## src/rtl/ptu_pkg.sv

```systemverilog
package ptu_pkg;
   // Number of counters; the select code 2'b11 must remain unused.
   localparam int unsigned NUM_CH     = 3;
   localparam logic [1:0]  CTL_OFFSET = 2'd3;
   localparam logic [1:0]  ORDER_LOHI = 2'b11;
   // Index of each role within the counter array.
   localparam int unsigned CH_EXT     = 0;
   localparam int unsigned CH_PRE     = 1;
   localparam int unsigned CH_POST    = 2;
endpackage

```

## src/rtl/ptu_sync.sv

```systemverilog
module ptu_sync #(
   parameter int unsigned STAGES = 2
) (
   input  logic clk,
   input  logic rst_n,
   input  logic d,
   output logic q
);
   if (STAGES > 4) begin : g_bad
      $error("ptu_sync: STAGES above 4 is not supported");
   end

   if (STAGES == 0) begin : g_none
      assign q = d;
   end else if (STAGES == 1) begin : g_one
      logic s_q;
      always_ff @(posedge clk) begin
         if (!rst_n) s_q <= 1'b0;
         else        s_q <= d;
      end
      assign q = s_q;
   end else begin : g_chain
      logic [STAGES-1:0] sh_q;
      always_ff @(posedge clk) begin
         if (!rst_n) sh_q <= '0;
         else        sh_q <= {sh_q[STAGES-2:0], d};
      end
      assign q = sh_q[STAGES-1];
   end
endmodule

```

## src/rtl/ptu_bus_decode.sv

```systemverilog
module ptu_bus_decode
   import ptu_pkg::*;
(
   input  logic              bus_wr,
   input  logic [1:0]        bus_addr,
   input  logic [3:0]        ctl_nib,
   output logic [NUM_CH-1:0] ctl_hit,
   output logic [NUM_CH-1:0] data_hit
);
   logic ctl_ok;
   assign ctl_ok = bus_wr && (bus_addr == CTL_OFFSET) && (ctl_nib[1:0] == ORDER_LOHI);

   always_comb begin
      ctl_hit  = '0;
      data_hit = '0;
      for (int k = 0; k < NUM_CH; k++) begin
         if (ctl_ok && (ctl_nib[3:2] == 2'(k))) ctl_hit[k] = 1'b1;
         if (bus_wr && (bus_addr == 2'(k)))     data_hit[k] = 1'b1;
      end
   end
endmodule

```

## src/rtl/ptu_down_stage.sv

```systemverilog
module ptu_down_stage #(
   parameter int unsigned CNT_W   = 16,
   parameter int unsigned DATA_W  = 8,
   parameter int unsigned MIN_DIV = 2
) (
   input  logic              clk,
   input  logic              rst_n,
   input  logic              ctl_hit,
   input  logic              data_hit,
   input  logic [DATA_W-1:0] wr_data,
   input  logic              count_en,
   output logic              term,
   output logic [CNT_W-1:0]  cnt_o,
   output logic              loaded_o,
   output logic              armed_o
);
   localparam logic [CNT_W-1:0] DIV_FLOOR = CNT_W'(MIN_DIV);
   localparam logic [CNT_W-1:0] CNT_LAST  = CNT_W'(1);

   if (CNT_W != 2 * DATA_W) begin : g_bad_w
      $error("ptu_down_stage: CNT_W must be twice DATA_W");
   end
   if (MIN_DIV < 2) begin : g_bad_min
      $error("ptu_down_stage: MIN_DIV must be at least 2");
   end

   logic              armed_q, hi_next_q, loaded_q;
   logic [DATA_W-1:0] lo_q;
   logic [CNT_W-1:0]  div_q, cnt_q, raw_div, div_new;
   logic              load_now;

   assign raw_div  = {wr_data, lo_q};
   assign div_new  = (raw_div < DIV_FLOOR) ? DIV_FLOOR : raw_div;
   assign load_now = data_hit && armed_q && hi_next_q;
   assign term     = count_en && loaded_q && (cnt_q == CNT_LAST);

   always_ff @(posedge clk) begin
      if (!rst_n) begin
         armed_q   <= 1'b0;
         hi_next_q <= 1'b0;
         loaded_q  <= 1'b0;
         lo_q      <= '0;
         div_q     <= '0;
         cnt_q     <= '0;
      end else begin
         if (ctl_hit) begin
            armed_q   <= 1'b1;
            hi_next_q <= 1'b0;
         end else if (data_hit && armed_q) begin
            if (!hi_next_q) lo_q <= wr_data;
            hi_next_q <= !hi_next_q;
         end

         if (load_now) begin
            div_q    <= div_new;
            cnt_q    <= div_new;
            loaded_q <= 1'b1;
         end else if (term) begin
            cnt_q <= div_q;
         end else if (count_en && loaded_q) begin
            cnt_q <= cnt_q - CNT_LAST;
         end
      end
   end

   assign cnt_o    = cnt_q;
   assign loaded_o = loaded_q;
   assign armed_o  = armed_q;
endmodule

```

## src/rtl/pacer_timer_unit.sv

```systemverilog
module pacer_timer_unit
   import ptu_pkg::*;
#(
   parameter int unsigned CNT_W       = 16,
   parameter int unsigned DATA_W      = 8,
   parameter int unsigned MIN_DIV     = 2,
   parameter int unsigned SYNC_STAGES = 2
) (
   input  logic              clk,
   input  logic              rst_n,
   input  logic              bus_wr,
   input  logic [1:0]        bus_addr,
   input  logic [DATA_W-1:0] bus_wdata,
   input  logic              tick_2m,
   input  logic              ext_clk,
   input  logic              ext_gate,
   output logic              ext_out,
   output logic              pace_trig
);
   if (DATA_W < 4) begin : g_bad_data
      $error("pacer_timer_unit: DATA_W must hold a 4-bit control field");
   end

   logic [NUM_CH-1:0]            ctl_hit, data_hit, st_en, st_term, st_loaded, st_armed;
   logic [NUM_CH-1:0][CNT_W-1:0] st_cnt;
   logic                         clk_s, gate_s, clk_prev_q, ext_rise;
   logic                         ext_q, pace_q;

   ptu_sync #(.STAGES(SYNC_STAGES)) u_sync_clk (
      .clk(clk), .rst_n(rst_n), .d(ext_clk), .q(clk_s));
   ptu_sync #(.STAGES(SYNC_STAGES)) u_sync_gate (
      .clk(clk), .rst_n(rst_n), .d(ext_gate), .q(gate_s));

   always_ff @(posedge clk) begin
      if (!rst_n) clk_prev_q <= 1'b0;
      else        clk_prev_q <= clk_s;
   end
   assign ext_rise = clk_s && !clk_prev_q;

   ptu_bus_decode u_dec (
      .bus_wr   (bus_wr),
      .bus_addr (bus_addr),
      .ctl_nib  (bus_wdata[DATA_W-1:DATA_W-4]),
      .ctl_hit  (ctl_hit),
      .data_hit (data_hit)
   );

   for (genvar k = 0; k < NUM_CH; k++) begin : g_ch
      if (k == CH_EXT) begin : g_en_ext
         assign st_en[k] = ext_rise && gate_s;
      end else if (k == CH_PRE) begin : g_en_pre
         assign st_en[k] = tick_2m;
      end else begin : g_en_post
         assign st_en[k] = st_term[k-1];
      end

      ptu_down_stage #(
         .CNT_W   (CNT_W),
         .DATA_W  (DATA_W),
         .MIN_DIV (MIN_DIV)
      ) u_stage (
         .clk      (clk),
         .rst_n    (rst_n),
         .ctl_hit  (ctl_hit[k]),
         .data_hit (data_hit[k]),
         .wr_data  (bus_wdata),
         .count_en (st_en[k]),
         .term     (st_term[k]),
         .cnt_o    (st_cnt[k]),
         .loaded_o (st_loaded[k]),
         .armed_o  (st_armed[k])
      );
   end

   always_ff @(posedge clk) begin
      if (!rst_n) begin
         ext_q  <= 1'b0;
         pace_q <= 1'b0;
      end else begin
         ext_q  <= st_term[CH_EXT];
         pace_q <= st_term[CH_POST];
      end
   end

   assign ext_out   = ext_q;
   assign pace_trig = pace_q;
endmodule

```

## config.mk

```make
export PLATFORM = sky130hd
export DESIGN_NAME = pacer_timer_unit
export DESIGN_NICKNAME = d
export VERILOG_FILES = /design/src/rtl/ptu_pkg.sv /design/src/rtl/ptu_sync.sv /design/src/rtl/ptu_bus_decode.sv /design/src/rtl/ptu_down_stage.sv /design/src/rtl/pacer_timer_unit.sv
export SDC_FILE = /design/constraint.sdc
export NUM_CORES = 1
export LEC_CHECK = 0
export ABC_AREA = 1
export BUFFER_PORTS_ARGS = -buffer_cell sky130_fd_sc_hd__buf_2
export CAP_MARGIN = 20
export CORE_MARGIN = 1.5
export CORE_UTILIZATION = 40
export DETAILED_ROUTE_END_ITERATION = 12
export PLACE_DENSITY_LB_ADDON = 0.3
export SETUP_SLACK_MARGIN = 0.2
export SYNTH_ARGS = -nofsm -noshare
export SYNTH_HDL_FRONTEND = slang
export SYNTH_SLANG_ARGS = --single-unit
```

## constraint.sdc

```tcl
create_clock -name clk -period 1.6 [get_ports clk]
set_input_delay 0.16 -clock clk [delete_from_list [all_inputs] [get_ports clk]]
set_output_delay 0.16 -clock clk [all_outputs]
set_load 0.02 [all_outputs]
```

==> impl_metrics.csv, run 1 <==
group,metric,value,unit
status,status,"finished with violations",
status,violations,"setup timing",
placed_design,hpwl,13600,um
worst_setup_path,crit_required,1.95,ns
floorplan,fp.dieH,136,um
yosys,ys_warn_count,0,
final_layout,synthToLayoutAreaGrowth,33.9,%
final_layout,fillers,1580,
pwr,internal-power,0.00594,W
pwr,cellLeakagePower,4.21,nW
run,cap_violations,0,
detailed_routing,wl,20400,um
cts,clock-sinks,136,
floorplan,initial_core_util,41.0,%
floorplan,placementRows,48,
yosys,ys_seq_elements,136,
placed_design,dp_slack,-0.0416,ns
floorplan,core,17400,sq um
global_route,grt_pass1_wl,32500,um
pwr,p_total,0.00765,W
worst_setup_path,reg2reg_depth,10,
pwr,switching_share,22.4,%
pwr,power_density,803,nW/um^2
floorplan,die_x,136,um
placed_design,io_buffers,17,
cts,clockBufferDepth,2,
sta,setup_slack,-0.000834,ns
worst_hold_path,min_path_type,"primary input to register",
sta,finalMaxSlewViolations,0,
worst_hold_path,hold_depth,4,
global_route,grt_overflow,0,
sta,finalCritPeriodShare,100,%
cts,path_clk_slew,0.06,ns
final_layout,final_nets,1177,
final_layout,antenna_cells,0,
detailed_routing,drc,0,
sta,setup_violations,1,
cts,htree_levels,4,
yosys,synth_cell_types,38,
pwr,pwr-share-comb,2.5,%
sta,max_freq,625,MHz
yosys,syn-num-nets,1068,
sta,tightest_slew,0.338,ns
detailed_routing,dr.first_iter.drc_count,496,
detailed_routing,vias,7163,
pwr,power_switching,0.00171,W
worst_setup_path,worst-endpoint-arrival,1.95,ns
global_route,grt_use_total,22.2,%
yosys,syn_area_per_cell,6.80,sq um
floorplan,dieArea,18600,sq um
detailed_routing,post_drt_via_cell_ratio,5.14,
worst_setup_path,crit_type,"register to register",
global_route,grt_max_degree,62,
yosys,synthesis.area,7110,sq um
global_route,antenna_found_initial,0,
sta,final-hold-violation-count,0,
sta,fin_skew,0.0106,ns
worst_setup_path,cp-start-kind,"register",
detailed_routing,dr.pass1.iters,5,
final_layout,post-route-util,54.9,%
sta,rsz0062_at_grt,"yes",
sta,post-route-min-period,1.60,ns
final_layout,drive_gt1_share,31.8,%
detailed_routing,drtAntennaViolNets,0,
worst_setup_path,crit_fanout,10,
yosys,syn_inst,1046,
pwr,pwr-share-seq,44.2,%
worst_setup_path,endpoint_kind,"register",
detailed_routing,routedWlPerCell,14.6,um
pwr,ir_drop,0.000845,V
placed_design,gp_congestion,0.927,
floorplan,ios,18,
cts,clkLatencyLatePin,0.43,ns
yosys,seq_area_frac_synth,38.3,%
global_route,grt_pass1_vias,6588,
cts,cts_buffers,17,
sta,relSlewSlack,77.4,%
cts,root_buffer,"clkbuf_16",
pwr,clockPowerShare,53.3,%
cts,tritoncts,"built",
## cell usage after synthesis, drive strengths merged
cell type | count | area, sq um
nand3 | 72 | 448
or2 | 2 | 12.5
a21oi | 111 | 593
nand4 | 13 | 87.6
xnor2 | 10 | 87.6
nand3b | 5 | 37.5
nor2 | 134 | 596
o21ai | 93 | 477
a211oi | 1 | 7.51
and2 | 3 | 18.8
xor2 | 9 | 78.8
clkbuf | 23 | 86.3
o31ai | 1 | 7.51
a31oi | 10 | 62.6
o211ai | 1 | 7.51
o21a | 3 | 22.5
inv | 93 | 349
nand2 | 278 | 1090
nor3 | 13 | 81.3
ha | 6 | 75.1
buf | 23 | 140
clkinv | 6 | 22.5
dfxtp | 136 | 2720
## per-layer routing
layer	wire length, um	track usage (%)	part of all wire [%]	up-vias
met5	0	0	0	-
met4	386	7.09	1.9	0
met3	1060	5.29	5.2	29
met2	9440	35.2	46	181
met1	9470	29.6	47	3338
li1	-	-	-	3615
## flip-flops by register name, summed over array words and instances (netlist names)
name                      flops
g_ch.u_stage.cnt_o           48
g_ch.u_stage.div_q           48
g_ch.u_stage.lo_q            24
g_ch.u_stage.armed_o          3
g_ch.u_stage.hi_next_q        3
g_ch.u_stage.loaded_o         3
u_sync_clk.g_chain.sh_q       2
u_sync_gate.g_chain.sh_q      2
clk_prev_q                    1
ext_out                       1
pace_trig                     1
## worst max-delay path: stages, from the launching register on
cell     delay [ns]
dfxtp_2        0.36
nor2_2         0.15
nand2_2        0.11
nor2_2         0.15
nand2_2        0.08
nor2_4         0.17
nand2_4        0.09
buf_12         0.16
nand2_4        0.05
nand3_2        0.06
a21oi_2        0.15
## final cells by class
type	count	area, sq um	share of cell area [%]
clock buffer	18	439	4.61
clock inverter	14	169	1.77
inverter	99	374	3.93
multi-input combinational	766	4390	46.1
sequential	136	2770	29.1
tap	225	282	2.96
timing repair buffer	135	1100	11.6
## power by group through the flow
stage / Sequential [W] / Clock, W / Combinational [W]
after CTS: 0.00339 / 0.00414 / 0.000184
final: 0.00338 / 0.00408 / 0.000189
after detailed placement: 0.00347 / 0 / 0.000179
after global routing: 0.00338 / 0.00430 / 0.000201
after floorplan: 0.00347 / 0 / 0.0000809
after global placement: 0.00347 / 0 / 0.000179
## kinds of logic (layout without fill, tap and decap cells)
logic type / count (synthesis) / after routing / share of synthesized area [%]
flip-flops: 136 / 136 / 38.3
XOR/XNOR: 19 / 19 / 2.34
AND/OR/NAND/NOR: 520 / 521 / 33.4
buffers and inverters: 145 / 266 / 8.41
AO/OA/AOI/OAI: 220 / 220 / 16.6
adder cells (fa/ha/maj): 6 / 6 / 1.06
## repair_timing
item,in CTS,in global routing
endpoints found under the hold margin,2,0
buffers inserted,14,13
pin swaps,21,31
endpoints found under the setup margin,47,50
hold buffers,2,0
gates cloned,1,0
resized for setup,91,99
## cells in the final DEF (no fill, tap or decap), types with 13 or more instances in the layout
master,n
inv_2,13
inv_1,79
nand2_4,15
o21ai_0,74
a21oi_1,81
a21oi_2,30
nor2_1,84
dfxtp_2,17
nor2_2,15
buf_4,98
nand2_1,230
nand2_2,32
nand3_1,55
clkbuf_16,17
buf_2,17
nor2_4,35
dfxtp_1,112
## metrics by stage
| stage | area, sq um | cells | setup TNS, ns | hold WS (ns) |
|---|---|---|---|---|
| after floorplan | 7220 | 1046 | 0 | 0.258 |
| after global placement | 8100 | 1331 | -0.0192 | 0.341 |
| after detailed placement | 8100 | 1331 | -0.0468 | 0.345 |
| after CTS | 9100 | 1380 | 0 | 0.0705 |
| after global routing | 9530 | 1393 | -0.817 | 0.112 |
| final | 9530 | 1393 | -0.000834 | 0.0790 |
## worst paths after layout
| path | from | to | slack [ns] |
|---|---|---|---|
| setup / recovery | g_ch[2].u_stage.cnt_o[5] | g_ch[2].u_stage.cnt_o[7] | -0.0008 |
| hold / removal | bus_wdata[7] | g_ch[0].u_stage.armed_o | 0.08 |
| setup reg to reg | g_ch[2].u_stage.cnt_o[5] | g_ch[2].u_stage.cnt_o[7] | -0.0008 |
| hold reg to reg | u_sync_clk.g_chain.sh_q[0] | u_sync_clk.g_chain.sh_q[1] | 0.41 |
(Power assumes the default switching activity.)
==> inputs of run 2 (changes only) <==
TNS_END_PERCENT = 10   (was unset)
clock period = 1.5 ns   (was 1.6 ns; I/O delays follow)
==> impl_metrics.csv, run 2 (synthesis results as in run 1) <==
group,metric,value,unit
final_layout,fin_cells,1396,
sta,finalMaxSlewViolations,0,
status,violations,"setup timing",
worst_hold_path,min_path_type,"primary input to register",
floorplan,ios,18,
worst_setup_path,worst-endpoint-arrival,1.88,ns
worst_setup_path,crit_fanout,6,
floorplan,core,17400,sq um
detailed_routing,vias,7049,
sta,setup_violations,17,
detailed_routing,drtAntennaViolNets,0,
placed_design,hpwl,13900,um
cts,clockBufferDepth,2,
pwr,internal-power,0.00616,W
worst_setup_path,crit_type,"register to register",
global_route,grt_pass1_vias,6765,
worst_setup_path,cp-start-kind,"register",
final_layout,antenna_cells,0,
sta,fin_skew,0.00576,ns
cts,clkLatencyLatePin,0.42,ns
global_route,grt_overflow,0,
pwr,power_switching,0.00170,W
global_route,grt_pass1_wl,32200,um
sta,hold_slack,0.0301,ns
pwr,switching_share,21.6,%
pwr,p_total,0.00787,W
placed_design,post-place-cells,1361,
run,cap_violations,0,
sta,relSlewSlack,78.3,%
detailed_routing,post_drt_via_cell_ratio,5.05,
cts,htree_levels,4,
sta,max_freq,637,MHz
floorplan,placementRows,48,
placed_design,io_buffers,17,
floorplan,dieArea,18600,sq um
worst_setup_path,endpoint_kind,"register",
detailed_routing,dr.first_iter.drc_count,364,
detailed_routing,dr.pass1.iters,5,
worst_setup_path,worstReg2RegStart,"g_ch[1].u_stage.cnt_o[1]",
placed_design,gp_congestion,0.873,
pwr,ir_drop,0.000832,V
worst_setup_path,crit_required,1.81,ns
final_layout,postLayoutCellArea,9110,sq um
cts,tritoncts,"built",
sta,tightest_slew,0.324,ns
global_route,antenna_found_initial,0,
detailed_routing,drc,0,
global_route,grt_use_total,21.9,%
pwr,clockPowerShare,51.4,%
final_layout,layout_common_cells,"248 x nand2_1, 123 x dfxtp_1, 109 x buf_4",
final_layout,final_nets,1181,
cts,root_buffer,"clkbuf_16",
worst_setup_path,crit_start,"g_ch[1].u_stage.cnt_o[1]",
final_layout,post-route-util,52.5,%
floorplan,die_x,136,um
final_layout,fillers,1664,
final_layout,drive_gt1_share,26.4,%
pwr,pwr-share-comb,2.6,%
sta,final-hold-violation-count,0,
sta,finalCritPeriodShare,105,%
final_layout,final_common_cell,"nand2_1",
sta,post-route-min-period,1.57,ns
sta,setup_slack,-0.0710,ns
floorplan,fp.dieH,136,um
pwr,power_density,864,nW/um^2
status,status,"finished with violations",
global_route,grt_max_degree,30,
detailed_routing,routedWlPerCell,13.9,um
floorplan,initial_core_util,41.0,%
placed_design,place_area,8260,sq um
cts,cts_buffers,17,
cts,clock-sinks,136,
pwr,cellLeakagePower,4.11,nW
detailed_routing,wl,19400,um
worst_hold_path,worstHoldStart,"rst_n",
pwr,pwr-share-seq,46.1,%
final_layout,synthToLayoutAreaGrowth,28.0,%
cts,path_clk_slew,0.06,ns
sta,rsz0062_at_grt,"yes",
-- run 2: changes by cell type in the layout (fill, tap and decap cells not counted), sizes merged --
cell | before | now
clkbuf | 18 | 24
buf | 133 | 138
clkinv | 11 | 7
inv | 97 | 93
clkinvlp | 2 | 5
bufinv | 3 | 1
nand2 | 279 | 278
-- run 2: final cells by class --
cell class | instances | area (sq um) | share of cell area (%)
Clock buffer | 24 | 502 | 5.51
Tap cell | 225 | 282 | 3.09
Inverter | 99 | 379 | 4.16
Clock inverter | 7 | 67.6 | 0.742
Timing Repair Buffer | 140 | 1100 | 12.1
Sequential cell | 136 | 2740 | 30.1
Multi-Input combinational cell | 765 | 4040 | 44.3
-- run 2: metal layers --
metal	global-route usage (%)	wire (um)	vias up	part of all wire, %
li1	-	-	3628	-
met1	28.5	9170	3276	47
met2	36.6	9150	120	47
met3	4.47	789	25	4.1
met4	6.38	273	0	1.4
met5	0	0	-	0
-- run 2: timing repair --
action                                 CTS  global route
cloned                                   0             0
hold buffers                             2             0
buffers inserted                         1             1
gates resized for setup                 63            18
endpoints found under the hold margin    2             0
setup endpoints to repair               50            86
pin swaps                               34             5
-- run 2: path summary, 6_finish.rpt --
path / to / slack, ns / cells after the start
max: g_ch[2].u_stage.cnt_o[5] / -0.07 / 10
min: g_ch[1].u_stage.loaded_o / 0.03 / 2
max reg2reg: g_ch[2].u_stage.cnt_o[5] / -0.07 / 10
min reg2reg: u_sync_clk.g_chain.sh_q[1] / 0.41 / 2
-- run 2: critical path, stage by stage (launching register included) --
cell and delay [ns]:
dfxtp_2 0.33, inv_2 0.07, ha_4 0.15, nand2_4 0.07
nor2_4 0.10, nand3_4 0.12, o21ai_4 0.23, buf_4 0.17
o21ai_0 0.08, nor2_1 0.11, nor2_1 0.04
-- run 2: through the flow --
step / setup TNS (ns) / setup slack (ns)
after CTS: -0.752 / -0.0697
after floorplan: 0 / 0.0609
after detailed placement: -2.42 / -0.111
after global routing: -5.28 / -0.187
final: -0.615 / -0.0710
after global placement: -1.41 / -0.0905
-- run 2: power by group through the flow --
| stage | clock network, W | registers [W] | logic, W |
|---|---|---|---|
| floorplan | 0 | 0.00370 | 0.0000863 |
| global placement | 0 | 0.00370 | 0.000193 |
| detailed placement | 0 | 0.00370 | 0.000195 |
| CTS | 0.00409 | 0.00362 | 0.000200 |
| global route | 0.00423 | 0.00362 | 0.000215 |
| finish | 0.00404 | 0.00362 | 0.000203 |
==> inputs of run 3 (changes only) <==
==> constraint.sdc (replaced) <==
create_clock -name clk -period 2 [get_ports clk]
set_input_delay 0.4 -clock clk [delete_from_list [all_inputs] [get_ports clk]]
set_output_delay 0.4 -clock clk [all_outputs]
set_load 0.02 [all_outputs]
==> impl_metrics.csv, run 3 (synthesis results as in run 1) <==
group,metric,value,unit
worst_setup_path,endpoint_kind,"register",
detailed_routing,dr.pass1.iters,5,
sta,setup_violations,0,
worst_setup_path,worstReg2RegStart,"g_ch[2].u_stage.cnt_o[4]",
worst_setup_path,crit_type,"register to register",
sta,hold_slack,0.157,ns
placed_design,hpwl,12900,um
final_layout,synthToLayoutAreaGrowth,17.3,%
final_layout,seq_area,2720,sq um
global_route,grt_pass1_vias,6355,
pwr,p_total,0.00629,W
global_route,grt_pass1_wl,31900,um
sta,fin_skew,0.00856,ns
floorplan,placementRows,48,
sta,setup_slack,0.275,ns
cts,path_clk_slew,0.06,ns
placed_design,dp_slack,0.141,ns
worst_setup_path,crit_path_cell_trace,"nor2_2 -> nand2_1 -> nor2_2 -> nand2_2 -> nor2_4 -> buf_4 -> nand3_1 -> nand3_2 -> a21oi_2",
worst_hold_path,worstHoldStart,"ext_clk",
cts,clockBufferDepth,2,
sta,max_freq,580,MHz
cts,clock-sinks,136,
detailed_routing,drc,0,
cts,root_buffer,"clkbuf_16",
detailed_routing,wl,18900,um
worst_setup_path,reg2reg_depth,9,
worst_setup_path,reg2reg_slack,0.28,ns
pwr,cellLeakagePower,3.67,nW
sta,finalMaxSlewViolations,0,
final_layout,postLayoutCellArea,8340,sq um
worst_hold_path,min_path_type,"primary input to register",
cts,cts_buffers,17,
sta,post-route-min-period,1.72,ns
worst_setup_path,cp-start-kind,"register",
sta,final-hold-violation-count,0,
global_route,grt_max_degree,76,
final_layout,final_common_cell,"nand2_1",
detailed_routing,routedWlPerCell,14.4,um
final_layout,multi_input_area,3860,sq um
detailed_routing,drtAntennaViolNets,0,
detailed_routing,vias,6741,
sta,rsz0062_at_grt,"yes",
placed_design,gp_congestion,0.865,
global_route,antenna_found_initial,0,
floorplan,die_x,136,um
cts,htree_levels,4,
pwr,power_density,754,nW/um^2
placed_design,place_area,7620,sq um
detailed_routing,post_drt_via_cell_ratio,5.13,
pwr,ir_drop,0.000582,V
final_layout,antenna_cells,0,
cts,clkLatencyLatePin,0.42,ns
worst_setup_path,worst-endpoint-arrival,2.03,ns
sta,tns,0,ns
sta,tightest_slew,0.507,ns
global_route,grt_overflow,0,
sta,finalCritPeriodShare,86.2,%
global_route,grt_use_total,21.9,%
worst_setup_path,crit_required,2.31,ns
worst_setup_path,cpMaxStageDelayCell,"dfxtp_1",
final_layout,drive_gt1_share,16.0,%
floorplan,dieArea,18600,sq um
final_layout,fillers,1735,
worst_hold_path,hold_depth,3,
worst_setup_path,reg2reg_to,"g_ch[2].u_stage.cnt_o[12]",
floorplan,fp.dieH,136,um
detailed_routing,dr.first_iter.drc_count,611,
worst_hold_path,holdPathEnd,"u_sync_clk.g_chain.sh_q[0]",
floorplan,core,17400,sq um
cts,tritoncts,"built",
worst_setup_path,path_common_cell,"nor2_2",
floorplan,ios,18,
worst_setup_path,crit_fanout,11,
floorplan,initial_core_util,41.0,%
placed_design,io_buffers,17,
final_layout,final_nets,1099,
sta,relSlewSlack,66.1,%
worst_setup_path,cpPeakStageDelay,0.36,ns
final_layout,layout_common_cells,"260 x nand2_1, 136 x dfxtp_1, 112 x nor2_1",
status,status,"completed",
run,cap_violations,0,
-- run 3: changes by cell type in the layout (fill, tap and decap cells not counted), sizes merged --
cell         previous run  this run
bufinv                  1         4
dlygate4sd3             2         0
inv                    93        99
clkinvlp                5         3
buf                   138        58
clkinv                  7         8
clkbuf                 24        17
-- run 3: layout make-up --
class | count | share of cell area [%]
Inverter | 99 | 4.45
Clock inverter | 15 | 2.56
Tap cell | 225 | 3.37
Sequential cell | 136 | 32.6
Clock buffer | 17 | 5.10
Multi-Input combinational cell | 765 | 46.2
Timing Repair Buffer | 58 | 5.65
-- run 3: report_power, final --
| part | switching (W) | internal [W] | total (W) |
|---|---|---|---|
| clock network | 0.00131 | 0.00212 | 0.00342 |
| logic | 0.000106 | 0.0000452 | 0.000152 |
| registers | 0.00000221 | 0.00271 | 0.00272 |
-- run 3: how the worst max path moves through the flow --
stage / start / cells after the start / to / slack [ns]
detailed placement: bus_addr[1] / 8 / g_ch[1].u_stage.cnt_o[4] / 0.14
global placement: bus_wdata[6] / 9 / g_ch[0].u_stage.cnt_o[0] / 0.10
finish: g_ch[2].u_stage.cnt_o[4] / 9 / g_ch[2].u_stage.cnt_o[12] / 0.28
floorplan: g_ch[0].u_stage.cnt_o[0] / 9 / g_ch[0].u_stage.cnt_o[10] / 0.48
global route: g_ch[1].u_stage.cnt_o[1] / 10 / g_ch[2].u_stage.cnt_o[15] / 0.14
CTS: g_ch[1].u_stage.cnt_o[1] / 10 / g_ch[1].u_stage.cnt_o[1] / 0.23
-- run 3: critical path, delay by kind of cell (launching register included) --
kind / cells / cell delay [ns]
AOI/OAI and AO/OA: 1 / 0.05
buffers and inverters: 1 / 0.21
and+or+nand+nor: 7 / 0.99
DFF: 1 / 0.36
-- run 3: metal layers --
metal | global-route usage, % | wire [um] | part of all wire (%) | vias up
met5 | 0 | 0 | 0 | -
met4 | 6.86 | 327 | 1.7 | 0
met2 | 35.4 | 8850 | 47 | 129
met3 | 4.25 | 749 | 4.0 | 26
met1 | 29.4 | 8990 | 48 | 3127
li1 | - | - | - | 3459
-- run 3: what timing repair did --
item / 4_1_cts / 5_1_grt
pin swaps: 0 / 2
buffers inserted: 0 / 2
cloned: 0 / 0
gates resized for setup: 1 / 19
setup endpoints to repair: 1 / 32
hold buffers: 0 / 0
-- run 3: through the flow --
stage               utilization, %  std cells
CTS                           47.6       1313
detailed placement            43.9       1281
finish                        48.1       1315
floorplan                        -       1046
global placement              43.9       1281
global route                  48.1       1315
